===== src/rtl/cfgld_pkg.sv =====
package cfgld_pkg;
  localparam logic [2:0] MODE_MASTER = 3'b000;
  localparam logic [2:0] MODE_SLAVE  = 3'b111;

  // Half period of the generated clock for a speed code: slow rate shifted down, floor 1.
  function automatic int unsigned half_for_sel(int unsigned slow_half, logic [1:0] sel);
    int unsigned h;
    h = slow_half >> sel;
    return (h == 0) ? 1 : h;
  endfunction

  // Number of whole words needed to hold an image.
  function automatic int unsigned words_for(int unsigned bits, int unsigned ww);
    return (bits + ww - 1) / ww;
  endfunction
endpackage


===== src/rtl/cfgld_edge_sync.sv =====
module cfgld_edge_sync (
  input  logic clk,
  input  logic rst_n,
  input  logic cclk_in,
  input  logic din,
  output logic rise,
  output logic din_s
);
  logic [2:0] c_q;
  logic [1:0] d_q;

  always_ff @(posedge clk or negedge rst_n) begin
    if (!rst_n) begin
      c_q <= '0;
      d_q <= '0;
    end else begin
      c_q <= {c_q[1:0], cclk_in};
      d_q <= {d_q[0], din};
    end
  end

  // Data path has the same two-stage depth as the clock path, so they stay aligned.
  assign rise  = c_q[1] & ~c_q[2];
  assign din_s = d_q[1];

  AST_SLAVE_PULSE: assert property (@(posedge clk) disable iff (!rst_n)
    rise |=> !rise);
endmodule


===== src/rtl/cfgld_clkgen.sv =====
module cfgld_clkgen
  import cfgld_pkg::*;
#(
  parameter int SLOW_HALF = 8,
  localparam int CNT_W = $clog2(SLOW_HALF + 1)
) (
  input  logic       clk,
  input  logic       rst_n,
  input  logic       en,
  input  logic [1:0] rate_sel,
  input  logic       rate_valid,
  output logic       cclk,
  output logic       rise
);
  logic [CNT_W-1:0] cnt;
  logic [CNT_W-1:0] half_c;
  logic             q;
  logic             tick;

  always_comb begin
    if (rate_valid) half_c = CNT_W'(half_for_sel(SLOW_HALF, rate_sel));
    else            half_c = CNT_W'(SLOW_HALF);
  end

  // ">=" lets a rate change mid-phase finish the phase at once.
  assign tick = en && (cnt >= half_c - 1'b1);
  assign rise = tick & ~q;
  assign cclk = q;

  always_ff @(posedge clk or negedge rst_n) begin
    if (!rst_n) begin
      cnt <= '0;
      q   <= 1'b0;
    end else if (!en) begin
      cnt <= '0;
      q   <= 1'b0;
    end else if (tick) begin
      cnt <= '0;
      q   <= ~q;
    end else begin
      cnt <= cnt + 1'b1;
    end
  end

  AST_DIV_RANGE: assert property (@(posedge clk) disable iff (!rst_n)
    cnt < CNT_W'(SLOW_HALF));
  AST_GEN_PULSE: assert property (@(posedge clk) disable iff (!rst_n)
    rise |=> !rise);
endmodule


===== src/rtl/cfgld_store.sv =====
module cfgld_store #(
  parameter int IMG_BITS = 64,
  parameter int WORD_W   = 32,
  parameter int NWORDS   = 2,
  localparam int CNT_W   = $clog2(IMG_BITS + 1),
  localparam int WB      = $clog2(WORD_W)
) (
  input  logic                     clk,
  input  logic                     rst_n,
  input  logic                     rise,
  input  logic                     bit_in,
  output logic                     done,
  output logic [NWORDS*WORD_W-1:0] words,
  output logic [1:0]               rate_sel,
  output logic                     rate_valid,
  output logic                     pass_evt
);
  logic [CNT_W-1:0]  bit_cnt;
  logic [WORD_W-1:0] shreg;
  logic [WORD_W-1:0] next_word;
  logic              absorb;
  logic              word_end;
  logic              last_bit;

  assign next_word = {shreg[WORD_W-2:0], bit_in};
  assign absorb    = rise & ~done;
  assign last_bit  = (bit_cnt == CNT_W'(IMG_BITS - 1));
  assign word_end  = absorb && ((bit_cnt[WB-1:0] == {WB{1'b1}}) || last_bit);
  assign pass_evt  = rise & done;

  always_ff @(posedge clk or negedge rst_n) begin
    if (!rst_n) begin
      bit_cnt    <= '0;
      shreg      <= '0;
      done       <= 1'b0;
      rate_sel   <= '0;
      rate_valid <= 1'b0;
    end else if (absorb) begin
      bit_cnt <= bit_cnt + 1'b1;
      shreg   <= next_word;
      if (last_bit) done <= 1'b1;
      if (word_end && ((bit_cnt >> WB) == '0)) begin
        rate_sel   <= next_word[WORD_W-1 -: 2];
        rate_valid <= 1'b1;
      end
    end
  end

  for (genvar g = 0; g < NWORDS; g++) begin : g_word
    logic [WORD_W-1:0] w_q;
    always_ff @(posedge clk or negedge rst_n) begin
      if (!rst_n)
        w_q <= '0;
      else if (word_end && ((bit_cnt >> WB) == CNT_W'(g)))
        w_q <= next_word;
    end
    assign words[g*WORD_W +: WORD_W] = w_q;
  end

  AST_CNT_BOUND: assert property (@(posedge clk) disable iff (!rst_n)
    bit_cnt <= CNT_W'(IMG_BITS));
  AST_DONE_AT_FULL: assert property (@(posedge clk) disable iff (!rst_n)
    $rose(done) |-> bit_cnt == CNT_W'(IMG_BITS));
  AST_DONE_STICKY: assert property (@(posedge clk) disable iff (!rst_n)
    done |=> done);
  AST_WORDS_FROZEN: assert property (@(posedge clk) disable iff (!rst_n)
    done |=> $stable(words));
  AST_RATE_ONCE: assert property (@(posedge clk) disable iff (!rst_n)
    rate_valid |=> $stable(rate_sel) && rate_valid);
endmodule


===== src/rtl/serial_cfg_loader.sv =====
module serial_cfg_loader
  import cfgld_pkg::*;
#(
  parameter int IMG_BITS  = 64,
  parameter int WORD_W    = 32,
  parameter int SLOW_HALF = 8,
  localparam int NWORDS   = words_for(IMG_BITS, WORD_W)
) (
  input  logic                     clk,
  input  logic                     rst_n,
  input  logic [2:0]               mode,
  input  logic                     cclk_in,
  input  logic                     din,
  output logic                     cclk_out,
  output logic                     dout,
  output logic                     done,
  output logic [NWORDS*WORD_W-1:0] cfg_words
);
  logic       is_master;
  logic       sl_rise, sl_din;
  logic       gen_rise;
  logic       cap_rise, cap_bit;
  logic [1:0] rate_sel;
  logic       rate_valid;
  logic       pass_evt;

  assign is_master = (mode == MODE_MASTER);

  cfgld_edge_sync u_sync (
    .clk(clk), .rst_n(rst_n), .cclk_in(cclk_in), .din(din),
    .rise(sl_rise), .din_s(sl_din)
  );

  cfgld_clkgen #(.SLOW_HALF(SLOW_HALF)) u_clkgen (
    .clk(clk), .rst_n(rst_n), .en(is_master),
    .rate_sel(rate_sel), .rate_valid(rate_valid),
    .cclk(cclk_out), .rise(gen_rise)
  );

  assign cap_rise = is_master ? gen_rise : sl_rise;
  assign cap_bit  = is_master ? din : sl_din;

  cfgld_store #(.IMG_BITS(IMG_BITS), .WORD_W(WORD_W), .NWORDS(NWORDS)) u_store (
    .clk(clk), .rst_n(rst_n), .rise(cap_rise), .bit_in(cap_bit),
    .done(done), .words(cfg_words), .rate_sel(rate_sel),
    .rate_valid(rate_valid), .pass_evt(pass_evt)
  );

  always_ff @(posedge clk or negedge rst_n) begin
    if (!rst_n)        dout <= 1'b0;
    else if (pass_evt) dout <= cap_bit;
  end

  AST_DOUT_QUIET: assert property (@(posedge clk) disable iff (!rst_n)
    !done |-> !dout);
  AST_SLAVE_NO_CLK: assert property (@(posedge clk) disable iff (!rst_n)
    !is_master |=> !cclk_out);
endmodule


===== config.mk =====
export PLATFORM = sky130hd
export DESIGN_NAME = serial_cfg_loader
export DESIGN_NICKNAME = d
export VERILOG_FILES = /design/src/rtl/cfgld_pkg.sv /design/src/rtl/cfgld_edge_sync.sv /design/src/rtl/cfgld_clkgen.sv /design/src/rtl/cfgld_store.sv /design/src/rtl/serial_cfg_loader.sv
export SDC_FILE = /design/constraint.sdc
export NUM_CORES = 1
export LEC_CHECK = 0
export CORE_UTILIZATION = 25
export CTS_BUF_LIST = sky130_fd_sc_hd__clkbuf_8
export CTS_CLUSTER_DIAMETER = 60
export CTS_CLUSTER_SIZE = 14
export DETAILED_ROUTE_END_ITERATION = 7
export MAX_ROUTING_LAYER = met4
export PLACE_DENSITY = 0.55
export RECOVER_POWER = 25
export SLEW_MARGIN = 20
export SYNTH_ARGS = -nofsm -noshare
export SYNTH_HDL_FRONTEND = slang
export SYNTH_SLANG_ARGS = --single-unit

===== constraint.sdc =====
create_clock -name clk -period 6.6 [get_ports clk]
set_clock_uncertainty 0.15 [all_clocks]
set_input_delay 0.99 -clock clk [delete_from_list [all_inputs] [get_ports clk]]
set_output_delay 0.99 -clock clk [all_outputs]
set_load 0.02 [all_outputs]

Word-level counts from Yosys, hierarchy flattened

Cells that the tools add are included.

$add $sub $neg: 3
Magnitude comparators: 1
Equality and inequality tests: 4
Shift-type cells: 1
Mux-type cells: 8
Bitwise operators: 7
Reduce and logical (&&, ||, !) cells: 10

Operator list:

| kind                   | count |
|---|---|
| $logic_not A32 Y1      | 1 |
| $shr A4 B2 Y32 const A | 1 |
| $mux W4                | 4 |
| $add A7 B1 Y7 const B  | 1 |
| $eq A7 B6 Y1 const B   | 1 |
| $logic_not A7 Y1       | 1 |
| $eq A5 B5 Y1 const B   | 1 |
| $add A4 B1 Y4 const B  | 1 |
| $and A1 B1 Y1          | 4 |
| $ge A4 B4 Y1           | 1 |
| $logic_and A1 B1 Y1    | 4 |
| $mux W1                | 4 |
| $reduce_and A2 Y1      | 2 |
| $sub A4 B1 Y4 const B  | 1 |
| $logic_not A3 Y1       | 1 |
| $not A1 Y1             | 3 |
| $eq A2 B1 Y1 const B   | 1 |
| $ne A2 B1 Y1 const B   | 1 |
| $logic_or A1 B1 Y1     | 1 |

Flip-flop bits (word level): 117
Input port bits: 7
Output and inout bits: 67
Word-level logic and storage cells: 46

Logic depth before layout (Yosys ltp)

Word-level depth: 13
Mapped depth: 11
Depth with buffers taken out: 9

Hierarchy

From an unflattened synthesis, not the netlist that was laid out.

Cell total of the unflattened synthesis: 285
Area total of the unflattened synthesis: 4769.6 sq um

By module, submodules not included:

| module            | times used | cells an instance | area an instance (sq um) | seq. area each (sq um) |
|---|---|---|---|---|
| cfgld_store       | 1          | 238               | 4186.5                   | 2652.5 |
| cfgld_clkgen      | 1          | 33                | 367.9                    | 125.1 |
| cfgld_edge_sync   | 1          | 6                 | 138.9                    | 125.1 |
| serial_cfg_loader | 1          | 8                 | 76.3                     | 25.0 |

Least setup slack after synthesis

Ideal clock, no wire load.

Path type: register -> register
Start: register u_store.rate_sel[0]
End: register u_store.g_word[1].w_q[10]
Library setup time: 0.125 ns
Arrival time: 2.450 ns
Data required time: 6.325 ns
Slack: 3.875 ns
Cell stages (with the launch flop): 11
Path buffers: 1
Clock period less this slack: 2.725 ns
Cells stage by stage: dfrtp_1 -> nand3b_1 -> ha_1 -> xnor2_1 -> ha_1 -> o211ai_1 -> o21a_1 -> a211oi_2 -> o211a_4 -> buf_6 -> mux2_4

Word-level cells in the longest chain between the ends: 12

Ends and longest elaborated chain:

| what                     | RTL line                | RTL |
|---|---|---|
| start: declaration       | cfgld_store.sv:14       | `output logic [1:0] rate_sel,` |
| start signal: assignment | cfgld_store.sv:43       | `rate_sel <= next_word[WORD_W-1 -: 2];` |
| $shr A4 B2 Y32 *         | cfgld_pkg.sv:8          | `h = slow_half >> sel;` |
| $logic_not A32 Y1        | cfgld_pkg.sv:9          | `return (h == 0) ? 1 : h;` |
| $mux W4 *                | cfgld_pkg.sv:9          |  |
| $mux W4 *                | cfgld_clkgen.sv:21      | `if (rate_valid) half_c = CNT_W'(half_for_sel(SLOW_HALF, rate_sel));` |
| $sub A4 B1 Y4 *          | cfgld_clkgen.sv:26      | `assign tick = en && (cnt >= half_c - 1'b1);` |
| $ge A4 B4 Y1 *           | cfgld_clkgen.sv:26      |  |
| $logic_and A1 B1 Y1 *    | cfgld_clkgen.sv:26      |  |
| $and A1 B1 Y1 *          | cfgld_clkgen.sv:27      | `assign rise = tick & ~q;` |
| $mux W1 *                | serial_cfg_loader.sv:40 | `assign cap_rise = is_master ? gen_rise : sl_rise;` |
| $and A1 B1 Y1 *          | cfgld_store.sv:26       | `assign absorb = rise & ~done;` |
| $logic_and A1 B1 Y1 *    | cfgld_store.sv:28       | `assign word_end = absorb && ((bit_cnt[WB-1:0] == {WB{1'b1}}) \|\| last_bit);` |
| $logic_and A1 B1 Y1 *    | cfgld_store.sv:54       | `else if (word_end && ((bit_cnt >> WB) == CNT_W'(g)))` |
| end signal: assignment   | cfgld_store.sv:55       | `w_q <= next_word;` |
| end: declaration         | cfgld_store.sv:50       | `logic [WORD_W-1:0] w_q;` |

Mark *: on every way between the ends. The rest lies on a longest branch, timed or not.
A chain may end at the register's enable or synchronous reset.

==> summary.txt <==
GRT
  – Overall routing resource usage: 9.98%
  – First-pass GRT wire length: 14500 um
  – Vias in the first global route: 2662
  – Initial antenna violation count: 0
  – Grt ovf: 0
  – Pin count of the biggest net entering global routing: 65

Synthesis
  – Synth unique cells: 37
  – Top_reg_cell synth: dfrtp_1
  – Register area share after synthesis: 61.0%
  – Post-synth net total: 302
  – Async SR Flop Fraction: 100%
  – Share of the synthesized area in the top cell type: 61.0%
  – Synth Register Bits: ~120
  – EDFF count, synth: 0
  – Post-synthesis cell area: between 4000 and 5000 um2
  – Post-synthesis cell count: between 200 and 300
  – Mean Syn Cell Area: 16.7 um2
  – Top cells by area, synth: dfrtp_1 (61%), mux2_4 (18%), mux2_2 (5.6%)
  – Synth area leader: dfrtp_1
  – Synth warn: 0

Worst setup path
  – Crit path required time: 6.71 ns
  – CP max FO: 64
  – CP Buf/Inv Count: 2
  – Crit path capture type: async pin
  – CP max stage cell: clkbuf_1
  – CP delay by family, top: buffers and inverters
  – Max stage delay on crit path: just under 2 ns
  – Worst reg-to-reg setup slack: 2.93 ns
  – Reg-to-Reg Start: u_store.rate_sel[0]
  – Cell depth of the worst setup path: 2
  – Worst EP arrival: 4.46 ns
  – Worst R2R End: u_store.g_word[1].w_q[1]
  – CP startpoint kind: primary input
  – Crit-path cells: clkbuf_1 > clkbuf_2
  – Worst Reg-to-Reg Cells: 10
  – CP Class: in -> async

Power and ir drop
  – Logic pwr share: 11.9%
  – Flop pwr share: 49.4%
  – Sw Ratio: about a quarter
  – Cell-internal power: 1.36 mW
  – Peak supply drop: around 0.13 mV
  – Clock network power share: 38.6%
  – Cell Pwr Density: 297 nW/um2
  – Leak: 2.90 nW
  – Total Power: between 1.5 and 2 mW
  – Switching pwr: about 470 uW

Floorplanning
  – Row count: 50
  – Initial Utilization: 25.6%
  – Die height: 141 um
  – Core area: 18800 um2
  – Die width: 141 um
  – Die ar.: 19800 um2
  – I/O pins: 74

Final layout
  – Layout area overhead: 28.5%
  – Post-Layout Cell Count: 617
  – Nets@finish: 385
  – Ratio of cells with drive above 1 in the final layout: 30.5%
  – Fillers: 1840
  – ANT cells: 0

Flow run
  – Max-cap viol count: 2

Drt
  – Wire length per cell: roughly 14 um
  – Avg Vias per Cell: 4.14
  – Post-DRT Antenna Nets: 0
  – DR pass1 iterations: 4
  – Via count: about 2600
  – Uppermost routed layer: met4
  – M1 WL: 4130 um
  – Drt drc: 0
  – Metal2 WL: 3810 um
  – Routed WL: 8590 um
  – WL met3: about 470 um
  – Iteration-0 DRC Markers: 73

STA
  – RSZ-0062 raised after global routing: no
  – Setup TNS: 0 ns
  – Max Freq: 0.230 GHz
  – Hold Fails Final Rpt: 0
  – Actual slew at the worst max-slew pin: 2.83 ns
  – Relative slew slack: -88.7%
  – Min Tclk post-route: 4.35 ns
  – Slew Limit Fails: 120
  – Final Cycle Share: 65.9%
  – Setup violations, final: 0

Status
  – Outcome: finished, violations left
  – Failing checks: max-capacitance violations, max-slew violations

Clock tree
  – CTS tree: yes
  – Clk pin slew, worst setup/hold paths: 0.07 ns
  – CTS root buffer: clkbuf_8
  – CTS Hold Buffers Added: 0
  – Postcts setup bufs: 0
  – Worst-Skew Late Latency: 0.43 ns
  – Cts bufs inserted: 17
  – Post-CTS sizing: 0
  – CTS sink cnt: roughly 120
  – Largest buffer count on any clock path: 2
  – H-tree depth: 4

Placement
  – GPL Wtd Cong: 0.686
  – Hpwl dp: 5490 um
  – Port Buffers: 73
  – Placed cells: 585

Min path
  – WHS Endpoint: u_sync.c_q[1]
  – Worst hold start: u_sync.c_q[0]
  – WHS Path Cells: 0
  – Hold Path Class: reg -> reg
-- per-layer routing --
layer / vias up / track usage (%)
li1: 1191 / -
met1: 1286 / 12.5
met5: - / -
met2: 62 / 13.9
met3: 16 / 3.97
met4: 0 / 4.81
-- metrics by stage --
stage	worst slack, ns	util (%)	area, um2	hold slack, ns
2_1_floorplan	3.88	-	4800	0.181
3_3_place_gp	2.63	30.5	5730	0.186
3_5_place_dp	2.59	30.5	5730	0.187
4_1_cts	2.88	32.9	6170	0.202
5_1_grt	1.42	32.9	6170	0.208
6_report	2.25	32.9	6170	0.201
-- state kept, by name (all words and copies together), names as in the netlist --
register / count
dout: 1
u_clkgen.cclk: 1
u_clkgen.cnt: 4
u_store.bit_cnt: 7
u_store.done: 1
u_store.g_word.w_q: 64
u_store.rate_sel: 2
u_store.rate_valid: 1
u_store.shreg: 31
u_sync.c_q: 3
u_sync.d_q: 2
-- worst reg2reg max path: stages, from the launching register on --
cell and delay, ns:
dfrtp_1 0.41, nand3b_1 0.19, ha_1 0.21, xnor2_1 0.13, ha_1 0.27, o211ai_1 0.08, o21a_1 0.28, a211oi_4 0.26
buf_4 0.46, o211a_4 0.71, mux2_1 0.40
-- worst max path at each step --
stage	end	start
after floorplan	u_store.g_word[1].w_q[10]	u_store.rate_sel[0]
after detailed placement	u_store.g_word[1].w_q[1]	mode[1]
after global routing	u_store.shreg[17]	rst_n
after CTS	u_store.g_word[1].w_q[1]	u_store.rate_sel[0]
final	u_store.shreg[17]	rst_n
after global placement	u_store.g_word[1].w_q[1]	mode[1]
-- Yosys cell counts (2+ instances only) --
library cell and instances:
nand2_1 3, mux2i_1 2, dfrtp_1 117, xor2_1 3
mux2_2 24, nand3_1 3, mux2_4 56, buf_6 9
nand4_1 2, xnor2_1 6, nor2_1 6, nand3b_1 2
a21oi_1 4, inv_1 3, and3_1 3, ha_1 8
mux2_1 16
-- cells by family after synthesis --
group           count (synthesis)  share of synthesized area (%)
mux                            98                           27.3
xor+xnor                        9                           1.64
flops                         117                           61.0
compound gates                 13                           2.21
fa+ha+maj                       8                           2.08
simple gates                   27                           3.10
buf+inv                        14                           2.61
other cells                     1                         0.0781
-- cell type report --
cell class | instances | area, um2 | share of cell area, %
Tap cell | 234 | 293 | 4.75
Inverter | 3 | 11.3 | 0.183
Clock inverter | 14 | 186 | 3.02
Sequential cell | 117 | 2930 | 47.5
Timing Repair Buffer | 75 | 737 | 11.9
Multi-Input combinational cell | 156 | 1770 | 28.6
Clock buffer | 18 | 248 | 4.02
-- cell usage in the layout, fill, tap and decap left out, types with 4 or more instances in the layout --
| master | instances |
|---|---|
| mux2_4 | 56 |
| dfrtp_1 | 117 |
| bufinv_16 | 4 |
| clkinvlp_4 | 6 |
| nor2_1 | 6 |
| xnor2_1 | 6 |
| mux2_1 | 16 |
| clkdlybuf4s50_1 | 69 |
| mux2_2 | 24 |
| clkbuf_8 | 18 |
| a21oi_1 | 4 |
| inv_1 | 5 |
| ha_1 | 8 |
-- power groups by stage --
stage               Clock (mW)  Sequential [mW]  Combinational [mW]
floorplan                    0            0.912               0.128
global placement             0            0.918               0.218
detailed placement           0            0.919               0.222
CTS                      0.733            0.906               0.224
global route             0.767            0.922               0.239
finish                   0.707            0.905               0.218
No activity file was read; power rests on OpenSTA's default activity.
